[src/rtl/pt_walker_pkg.sv]
package pt_walker_pkg;

   localparam int unsigned FLAG_P  = 0;
   localparam int unsigned FLAG_RW = 1;
   localparam int unsigned FLAG_US = 2;
   localparam int unsigned FLAG_A  = 5;
   localparam int unsigned FLAG_D  = 6;

   typedef enum logic [2:0] {
      ST_IDLE,
      ST_RD_DIR,
      ST_RD_TBL,
      ST_CHECK,
      ST_WR_TBL,
      ST_WR_DIR,
      ST_DONE,
      ST_FAULT
   } walk_state_e;

   typedef struct packed {
      logic user;
      logic write;
   } pg_mode_t;

endpackage

[src/rtl/pt_walker_addr.sv]
module pt_walker_addr #(
   parameter int ADDR_W  = 32,
   parameter int PAGE_W  = 12,
   parameter int IDX_W   = 10,
   parameter int ENT_LOG = 2
) (
   input  logic [ADDR_W-PAGE_W-1:0] base_frame,
   input  logic [ADDR_W-PAGE_W-1:0] dir_frame,
   input  logic [IDX_W-1:0]         dir_idx,
   input  logic [IDX_W-1:0]         tbl_idx,
   output logic [ADDR_W-1:0]        dir_addr,
   output logic [ADDR_W-1:0]        tbl_addr
);
   localparam int PAD_W = ADDR_W - IDX_W;

   if (IDX_W + ENT_LOG > PAGE_W) begin : g_bad_slot
      $error("a table of entries must fit inside one page");
   end

   logic [ADDR_W-1:0] dir_off;
   logic [ADDR_W-1:0] tbl_off;

   always_comb begin
      dir_off  = {{PAD_W{1'b0}}, dir_idx} << ENT_LOG;
      tbl_off  = {{PAD_W{1'b0}}, tbl_idx} << ENT_LOG;
      dir_addr = {base_frame, {PAGE_W{1'b0}}} + dir_off;
      tbl_addr = {dir_frame,  {PAGE_W{1'b0}}} + tbl_off;
   end
endmodule

[src/rtl/pt_walker_prot.sv]
module pt_walker_prot
   import pt_walker_pkg::*;
#(
   parameter bit HONOR_WP = 1'b1
) (
   input  pg_mode_t dir_mode,
   input  pg_mode_t tbl_mode,
   input  logic     need_user,
   input  logic     need_write,
   input  logic     wp,
   output pg_mode_t eff_mode,
   output logic     deny
);
   logic wp_eff;

   if (HONOR_WP) begin : g_wp_on
      assign wp_eff = wp;
   end else begin : g_wp_off
      logic unused_wp;
      assign unused_wp = wp;
      assign wp_eff    = 1'b0;
   end

   always_comb begin
      eff_mode = (dir_mode < tbl_mode) ? dir_mode : tbl_mode;
      unique case ({need_user, need_write})
         2'b00:   deny = 1'b0;
         2'b01:   deny = wp_eff && eff_mode.user && !eff_mode.write;
         2'b10:   deny = !eff_mode.user;
         default: deny = !(eff_mode.user && eff_mode.write);
      endcase
   end
endmodule

[src/rtl/pt_walker_upd.sv]
module pt_walker_upd
   import pt_walker_pkg::*;
#(
   parameter int ADDR_W    = 32,
   parameter bit CAN_DIRTY = 1'b1
) (
   input  logic [ADDR_W-1:0] entry,
   input  logic              set_dirty,
   output logic [ADDR_W-1:0] entry_new,
   output logic              changed
);
   localparam logic [ADDR_W-1:0] MASK_A = ADDR_W'(1) << FLAG_A;
   localparam logic [ADDR_W-1:0] MASK_D = ADDR_W'(1) << FLAG_D;

   if (CAN_DIRTY) begin : g_dirty
      assign entry_new = entry | MASK_A | (set_dirty ? MASK_D : '0);
   end else begin : g_clean
      logic unused_sd;
      assign unused_sd = set_dirty;
      assign entry_new = entry | MASK_A;
   end

   assign changed = (entry_new != entry);
endmodule

[src/rtl/pt_walker.sv]
module pt_walker
   import pt_walker_pkg::*;
#(
   parameter int ADDR_W   = 32,
   parameter int PAGE_W   = 12,
   parameter int IDX_W    = 10,
   parameter int ENT_LOG  = 2,
   parameter bit HONOR_WP = 1'b1
) (
   input  logic                     clk,
   input  logic                     rst_n,
   input  logic                     start,
   input  logic [ADDR_W-1:0]        base_addr,
   input  logic [ADDR_W-1:0]        lin_addr,
   input  logic                     acc_user,
   input  logic                     acc_write,
   input  logic                     wp_mode,
   output logic                     busy,
   output logic                     mem_req,
   output logic                     mem_we,
   output logic [ADDR_W-1:0]        mem_addr,
   output logic [ADDR_W-1:0]        mem_wdata,
   input  logic                     mem_rvalid,
   input  logic [ADDR_W-1:0]        mem_rdata,
   output logic                     done,
   output logic [ADDR_W-PAGE_W-1:0] fill_frame,
   output logic                     fill_user,
   output logic                     fill_write,
   output logic                     fill_dirty,
   output logic                     fault,
   output logic [2:0]               fault_code,
   output logic [ADDR_W-1:0]        fault_lin
);
   localparam int FRAME_W  = ADDR_W - PAGE_W;
   localparam int N_LEVELS = 2;
   localparam int LVL_TBL  = 0;
   localparam int LVL_DIR  = 1;

   if (ADDR_W != PAGE_W + N_LEVELS * IDX_W) begin : g_bad_split
      $error("address width must equal page offset plus two index fields");
   end
   if (PAGE_W <= FLAG_D) begin : g_bad_page
      $error("page offset must leave room for the entry flag bits");
   end

   walk_state_e          state;
   logic [FRAME_W-1:0]   base_q;
   logic [ADDR_W-1:0]    lin_q;
   logic                 user_q;
   logic                 write_q;
   logic                 wp_q;
   logic                 prot_q;
   logic [ADDR_W-1:0]    pde_q;
   logic [ADDR_W-1:0]    pte_q;

   logic [ADDR_W-1:0]    dir_addr;
   logic [ADDR_W-1:0]    tbl_addr;
   pg_mode_t             eff_mode;
   logic                 deny;

   logic [ADDR_W-1:0]    ent_cur [N_LEVELS];
   logic [ADDR_W-1:0]    ent_new [N_LEVELS];
   logic                 ent_chg [N_LEVELS];

   logic                 unused_base_low;
   assign unused_base_low = ^base_addr[PAGE_W-1:0];

   pt_walker_addr #(
      .ADDR_W  (ADDR_W),
      .PAGE_W  (PAGE_W),
      .IDX_W   (IDX_W),
      .ENT_LOG (ENT_LOG)
   ) u_addr (
      .base_frame (base_q),
      .dir_frame  (pde_q[ADDR_W-1:PAGE_W]),
      .dir_idx    (lin_q[ADDR_W-1 -: IDX_W]),
      .tbl_idx    (lin_q[PAGE_W +: IDX_W]),
      .dir_addr   (dir_addr),
      .tbl_addr   (tbl_addr)
   );

   pt_walker_prot #(
      .HONOR_WP (HONOR_WP)
   ) u_prot (
      .dir_mode   ('{user: pde_q[FLAG_US], write: pde_q[FLAG_RW]}),
      .tbl_mode   ('{user: pte_q[FLAG_US], write: pte_q[FLAG_RW]}),
      .need_user  (user_q),
      .need_write (write_q),
      .wp         (wp_q),
      .eff_mode   (eff_mode),
      .deny       (deny)
   );

   assign ent_cur[LVL_TBL] = pte_q;
   assign ent_cur[LVL_DIR] = pde_q;

   for (genvar g = 0; g < N_LEVELS; g++) begin : g_upd
      pt_walker_upd #(
         .ADDR_W    (ADDR_W),
         .CAN_DIRTY (g == LVL_TBL)
      ) u_upd (
         .entry     (ent_cur[g]),
         .set_dirty (write_q),
         .entry_new (ent_new[g]),
         .changed   (ent_chg[g])
      );
   end

   always_ff @(posedge clk or negedge rst_n) begin
      if (!rst_n) begin
         state   <= ST_IDLE;
         base_q  <= '0;
         lin_q   <= '0;
         user_q  <= 1'b0;
         write_q <= 1'b0;
         wp_q    <= 1'b0;
         prot_q  <= 1'b0;
         pde_q   <= '0;
         pte_q   <= '0;
      end else begin
         unique case (state)
            ST_IDLE: begin
               if (start) begin
                  base_q  <= base_addr[ADDR_W-1:PAGE_W];
                  lin_q   <= lin_addr;
                  user_q  <= acc_user;
                  write_q <= acc_write;
                  wp_q    <= wp_mode;
                  prot_q  <= 1'b0;
                  state   <= ST_RD_DIR;
               end
            end
            ST_RD_DIR: begin
               if (mem_rvalid) begin
                  pde_q <= mem_rdata;
                  state <= mem_rdata[FLAG_P] ? ST_RD_TBL : ST_FAULT;
               end
            end
            ST_RD_TBL: begin
               if (mem_rvalid) begin
                  pte_q <= mem_rdata;
                  state <= mem_rdata[FLAG_P] ? ST_CHECK : ST_FAULT;
               end
            end
            ST_CHECK: begin
               if (deny) begin
                  prot_q <= 1'b1;
                  state  <= ST_FAULT;
               end else if (ent_chg[LVL_TBL]) begin
                  state <= ST_WR_TBL;
               end else if (ent_chg[LVL_DIR]) begin
                  state <= ST_WR_DIR;
               end else begin
                  state <= ST_DONE;
               end
            end
            ST_WR_TBL: begin
               if (mem_rvalid) begin
                  state <= ent_chg[LVL_DIR] ? ST_WR_DIR : ST_DONE;
               end
            end
            ST_WR_DIR: begin
               if (mem_rvalid) begin
                  state <= ST_DONE;
               end
            end
            ST_DONE:  state <= ST_IDLE;
            ST_FAULT: state <= ST_IDLE;
            default:  state <= ST_IDLE;
         endcase
      end
   end

   always_comb begin
      mem_req   = 1'b0;
      mem_we    = 1'b0;
      mem_addr  = tbl_addr;
      mem_wdata = ent_new[LVL_DIR];
      unique case (state)
         ST_RD_DIR: begin
            mem_req  = 1'b1;
            mem_addr = dir_addr;
         end
         ST_RD_TBL: begin
            mem_req  = 1'b1;
         end
         ST_WR_TBL: begin
            mem_req   = 1'b1;
            mem_we    = 1'b1;
            mem_wdata = ent_new[LVL_TBL];
         end
         ST_WR_DIR: begin
            mem_req  = 1'b1;
            mem_we   = 1'b1;
            mem_addr = dir_addr;
         end
         default: ;
      endcase
   end

   assign busy       = (state != ST_IDLE);
   assign done       = (state == ST_DONE);
   assign fault      = (state == ST_FAULT);
   assign fill_frame = pte_q[ADDR_W-1:PAGE_W];
   assign fill_user  = eff_mode.user;
   assign fill_write = eff_mode.write;
   assign fill_dirty = write_q;
   assign fault_code = {user_q, write_q, prot_q};
   assign fault_lin  = lin_q;

endmodule

[config.mk]
export PLATFORM = sky130hd
export DESIGN_NAME = pt_walker
export DESIGN_NICKNAME = d
export VERILOG_FILES = /design/src/rtl/pt_walker_pkg.sv /design/src/rtl/pt_walker_addr.sv /design/src/rtl/pt_walker_prot.sv /design/src/rtl/pt_walker_upd.sv /design/src/rtl/pt_walker.sv
export SDC_FILE = /design/constraint.sdc
export NUM_CORES = 1
export LEC_CHECK = 0
export BUFFER_PORTS_ARGS = -buffer_cell sky130_fd_sc_hd__buf_2
export CAP_MARGIN = 20
export CORE_MARGIN = 4
export CORE_UTILIZATION = 51
export DETAILED_ROUTE_END_ITERATION = 7
export HOLD_SLACK_MARGIN = 0.12
export PLACE_DENSITY = 0.8
export SLEW_MARGIN = 20
export SYNTH_ARGS = -nofsm -noshare
export SYNTH_HDL_FRONTEND = slang
export SYNTH_HIERARCHICAL = 1
export SYNTH_SLANG_ARGS = --single-unit
[constraint.sdc]
create_clock -name clk -period 2.1 [get_ports clk]
set_input_delay 0.21 -clock clk [delete_from_list [all_inputs] [get_ports clk]]
set_output_delay 0.21 -clock clk [all_outputs]
set_load 0.02 [all_outputs]
After elaboration in Yosys (flattened, before gate mapping)

Index checks and enable logic that the tools add are counted.

Output and inout bits: 127
Input bits: 103
Word-level logic and storage cells: 69
Bits in registers: 123

Reduce and logical (&&, ||, !) cells: 19
Add/subtract/negate cells: 2
Multiplexer cells: 21
$lt $le $gt $ge: 1
Equal/unequal tests: 16
Bitwise operators: 1

Operators by type and width:

| operator           | count |
|---|---|
| $add 32x12->32     | 2 |
| $mux 32            | 2 |
| $ne 32x32->1       | 1 |
| $or 32x32->32      | 1 |
| $mux 3             | 7 |
| $pmux 3 s7         | 1 |
| $eq 3x3->1 const B | 4 |
| $ne 2x2->1 const B | 6 |
| $mux 2             | 4 |
| $mux 7             | 1 |
| $eq 3x2->1 const B | 2 |
| $reduce_and 2->1   | 3 |
| $reduce_or 2->1    | 3 |
| $reduce_and 5->1   | 1 |
| $mux 1             | 4 |
| $reduce_or 4->1    | 1 |
| $eq 3x1->1 const B | 1 |
| $logic_and 1x1->1  | 3 |
| $logic_not 1->1    | 3 |
| $logic_not 3->1    | 1 |
| $pmux 1 s3         | 1 |
| $reduce_and 3->1   | 1 |
| $reduce_bool 3->1  | 1 |
| $eq 2x1->1 const B | 1 |
| other kinds (5)    | 5 |

Logic depth before layout (Yosys ltp)

Word-level depth: 7
Gate-level depth with buffers: 7
Gate-level depth less buffers: 7

Cells and area by module

Netlist, hierarchy kept.

Modules (own cells, without submodules):

| module                          | area an instance (um2) | times used | cells an instance | seq. area each (um2) |
|---|---|---|---|---|
| pt_walker                       | 5696.7                 | 1          | 389               | 3078.0 |
| pt_walker_addr                  | 484.2                  | 1          | 65                | 0.0 |
| pt_walker_upd at g_upd[0].u_upd | 251.5                  | 1          | 35                | 0.0 |
| pt_walker_upd at g_upd[1].u_upd | 247.7                  | 1          | 34                | 0.0 |
| pt_walker_prot                  | 75.1                   | 1          | 9                 | 0.0 |

Worst setup path after synthesis

OpenSTA, ideal clock, no wires.

Kind: register to output
Start point: register state[0]
End point: output port mem_wdata[1]
Data required time: 1.890 ns
Stages on the path, launching flop included: 5
Arrival time: 1.460 ns
Path buffers: 2
Slack: 0.430 ns
Path through: dfrtp_1 -> buf_2 -> nor3_2 -> buf_4 -> mux2_1

Word-level cells in the longest chain between the ends: 2

RTL lines:

| what                     | RTL line         | source |
|---|---|---|
| start: declaration       | pt_walker.sv:46  | `walk_state_e state;` |
| start signal: assignment | pt_walker.sv:136 | `state <= mem_rdata[FLAG_P] ? ST_RD_TBL : ST_FAULT;` |
| start signal: assignment | pt_walker.sv:142 | `state <= mem_rdata[FLAG_P] ? ST_CHECK : ST_FAULT;` |
| start signal: assignment | pt_walker.sv:159 | `state <= ent_chg[LVL_DIR] ? ST_WR_DIR : ST_DONE;` |
| $eq 3x3->1               | pt_walker.sv:179 | `unique case (state)` |
| $mux 32                  | pt_walker.sv:179 |  |
| end: declaration         | pt_walker.sv:22  | `output logic [ADDR_W-1:0] mem_wdata,` |

No other way between the ends.

Final worst setup path

Start point: register state[2]
End point: output port mem_wdata[0]

Same word-level chain as after synthesis.

==> impl_results.md <==
- VDD IR max: 0.917 mV
- Worst-skew pair later-pin latency: 400 ps
- Fmax: 0.487 GHz
- Root buf cell: clkbuf_16
- DR pass1 iterations: 4
- R2r setup slk: 260 ps
- Top layer in use: met4
- Most frequent cells in the layout: buf_2 (206), mux2_2 (166), dfrtp_1 (120)
- Largest net degree at the start of global routing: just over 50
- Required @ worst endpoint: about 1900 ps
- Vias: 4,336
- CP Max Fanout: 11
- Metal2 WL: between 7 and 8 mm
- Final worst-path cycle share: 0.978
- Drt drc: 0
- Final HPWL DP: between 9 and 10 mm
- Post-DP Area: 6940 um2
- Synth Warn #: 6
- Setup CP Type: flip-flop to primary output
- Total power: between 0.015 and 0.02 W
- Status: finished clean
- Sequential cell area: 3080 um2
- CTS tree: yes
- Commonest non-fill, non-tap cell in the layout: buf_2
- I/O Pins: 230
- Routed wire length: 15.4 mm
- Slew at the pin with the worst max-slew slack: 503 ps
- Routability cong.: 0.782
- Antenna violations before repair: 0
- Pleak: 4.05 nW
- Count of buffers from port buffering: 214
- Nets: 808
- Slew Viols, Final: 0
- Slew headroom: 0.664
- CTS HTree Levels: 4
- DIE WIDTH: between 100 and 150 um
- Worst-path clk slew: 50 ps
- Setup-failing EPs final: 0
- Share of cells above drive strength 1: 0.617
- Post-synth EDFFs: 0
- CTS Buffer Depth: 2
- Ys async rst share: 1.00
- Routed wl met3: 1.10 mm
- Vias in the first global route: 4,844
- Min Tclk post-route: between 2000 and 2500 ps
- Mapped Avg Cell Area: 12.7 um2
- Final Instance Area: 8630 um2
- CTS Buf Count: 17
- Num rows: 41
- Cell Area, Synth: 6760 um2
- Max-cap viol count: 0
- Pre-CTS setup slack: 225 ps
- Sink count of the clock tree: between 100 and 150
- Post-route antenna net violation count: 0
- First-pass GRT wire length: 24.4 mm
- Number of synthesized register bits: between 100 and 150
- Area of the die: approximately 15,000 um2
- Area of the multi-input gates: ~2400 um2
- Wire per inst: 17.4 um
- Worst setup margin: around 47 ps
- P&R area growth vs syn: 27.7%
- Netlist cell types: 33
- Arrival @ worst endpoint: 1840 ps
- Clock skew: 6.92 ps
- Post-DR vias/cell: 4.88
- Fin. Hold Viols: 0
- Cells after synthesis: around 530
- Core area: between 10,000 and 15,000 um2
- Final TNS setup: 0 ps
- Power Density: 1780 nW/um2
- RSZ-0062 raised after global routing: yes
- Starting Density: 0.529
- FILL cells: 833
- Hold Path Class: input port to flip-flop
- Vert. Die Dim: 123 um
- Grt total ovfl: 0
- Top_reg_cell synth: dfrtp_1
- Met1 WL: approximately 6.1 mm
- Initial drt markers: 187
- Crit path launch type: flip-flop
- CP endpoint kind: primary output
- Sequential area share after synthesis: 0.456
- GRT Total Usage: 0.208
==> layout make-up <==
cell class / instances / share of cell area
sequential: 123 / 0.357
multi-input combinational: 232 / 0.280
clock buffer: 24 / 0.0582
tap: 172 / 0.0249
clock inverter: 7 / 0.0157
antenna: 1 / 0.000290
inverter: 7 / 0.00305
timing repair buffer: 322 / 0.260
==> through the flow <==
stage	util	hold slack, ps	instances
after CTS	0.670	267	887
final	0.675	291	888
after floorplan	-	-85.6	535
after global placement	0.544	201	761
after global routing	0.675	314	887
after detailed placement	0.544	217	761
==> where the power goes <==
| group | switching, W | total, W | internal, W |
|---|---|---|---|
| clock network | 0.000966 | 0.00310 | 0.00213 |
| logic | 0.00417 | 0.00784 | 0.00367 |
| registers | 0.000804 | 0.00440 | 0.00359 |
| total | 0.00594 | 0.0153 | 0.00939 |
==> cells in the mapped netlist (2+ instances only) <==
cell type | number | area share
and3_1 | 2 | 0.0019
buf_2 | 7 | 0.0052
mux2_1 | 16 | 0.027
ha_1 | 2 | 0.0037
o21ai_0 | 6 | 0.0044
inv_1 | 7 | 0.0039
nor2b_1 | 6 | 0.0056
conb_1 | 3 | 0.0017
nand2b_1 | 4 | 0.0037
a211oi_1 | 2 | 0.0022
buf_4 | 164 | 0.18
nor2_1 | 2 | 0.0011
o21a_1 | 3 | 0.0033
dfrtp_1 | 123 | 0.46
mux2_2 | 167 | 0.28
==> metal layers <==
layer  vias up  track usage
li1       2004            -
met1      2138        0.241
met2       168        0.363
met3        26       0.0640
met4         0       0.0775
met5         -            0
==> cells by family (layout without fill, tap and decap cells) <==
logic type | Yosys count | in the layout | synth area share
muxes | 183 | 183 | 0.305
buffers and inverters | 180 | 360 | 0.193
DFF | 123 | 123 | 0.456
and+or+nand+nor | 22 | 22 | 0.0217
AOI/OAI and AO/OA | 19 | 19 | 0.0196
other | 3 | 7 | 0.00167
adders and majority gates | 2 | 2 | 0.00370
==> state kept, by name, summed over array words and instances (netlist names) <==
name        cells
base_q         20
fault_lin      32
fill_dirty      1
pde_q          32
prot_q          1
pte_q          32
state           3
user_q          1
wp_q            1
==> timing repair <==
action,4_1_cts,5_1_grt
gates cloned,1,1
buffers inserted,5,0
setup endpoints to repair,61,61
pin swaps,1,1
hold buffers,89,0
gates resized for setup,9,17
endpoints found under the hold margin,155,0
==> path summary, 6_finish.rpt <==
| kind | start | to | depth (start not counted) |
|---|---|---|---|
| max | state[2] | mem_wdata[0] | 6 |
| min | start | prot_q | 4 |
| max reg2reg | state[2] | pte_q[22] | 5 |
| min reg2reg | base_q[19] | base_q[19] | 1 |
| max in group asynchronous | rst_n | pte_q[3] | 3 |
| min in group asynchronous | rst_n | pde_q[13] | 2 |
==> critical path, stage by stage (launching register included) <==
cell     delay (ps)
dfrtp_2         360
inv_2            60
nor3_4          210
buf_6           150
buf_12          150
mux2_2          350
buf_2           160
Note: power is estimated with default switching activity, not from simulation.
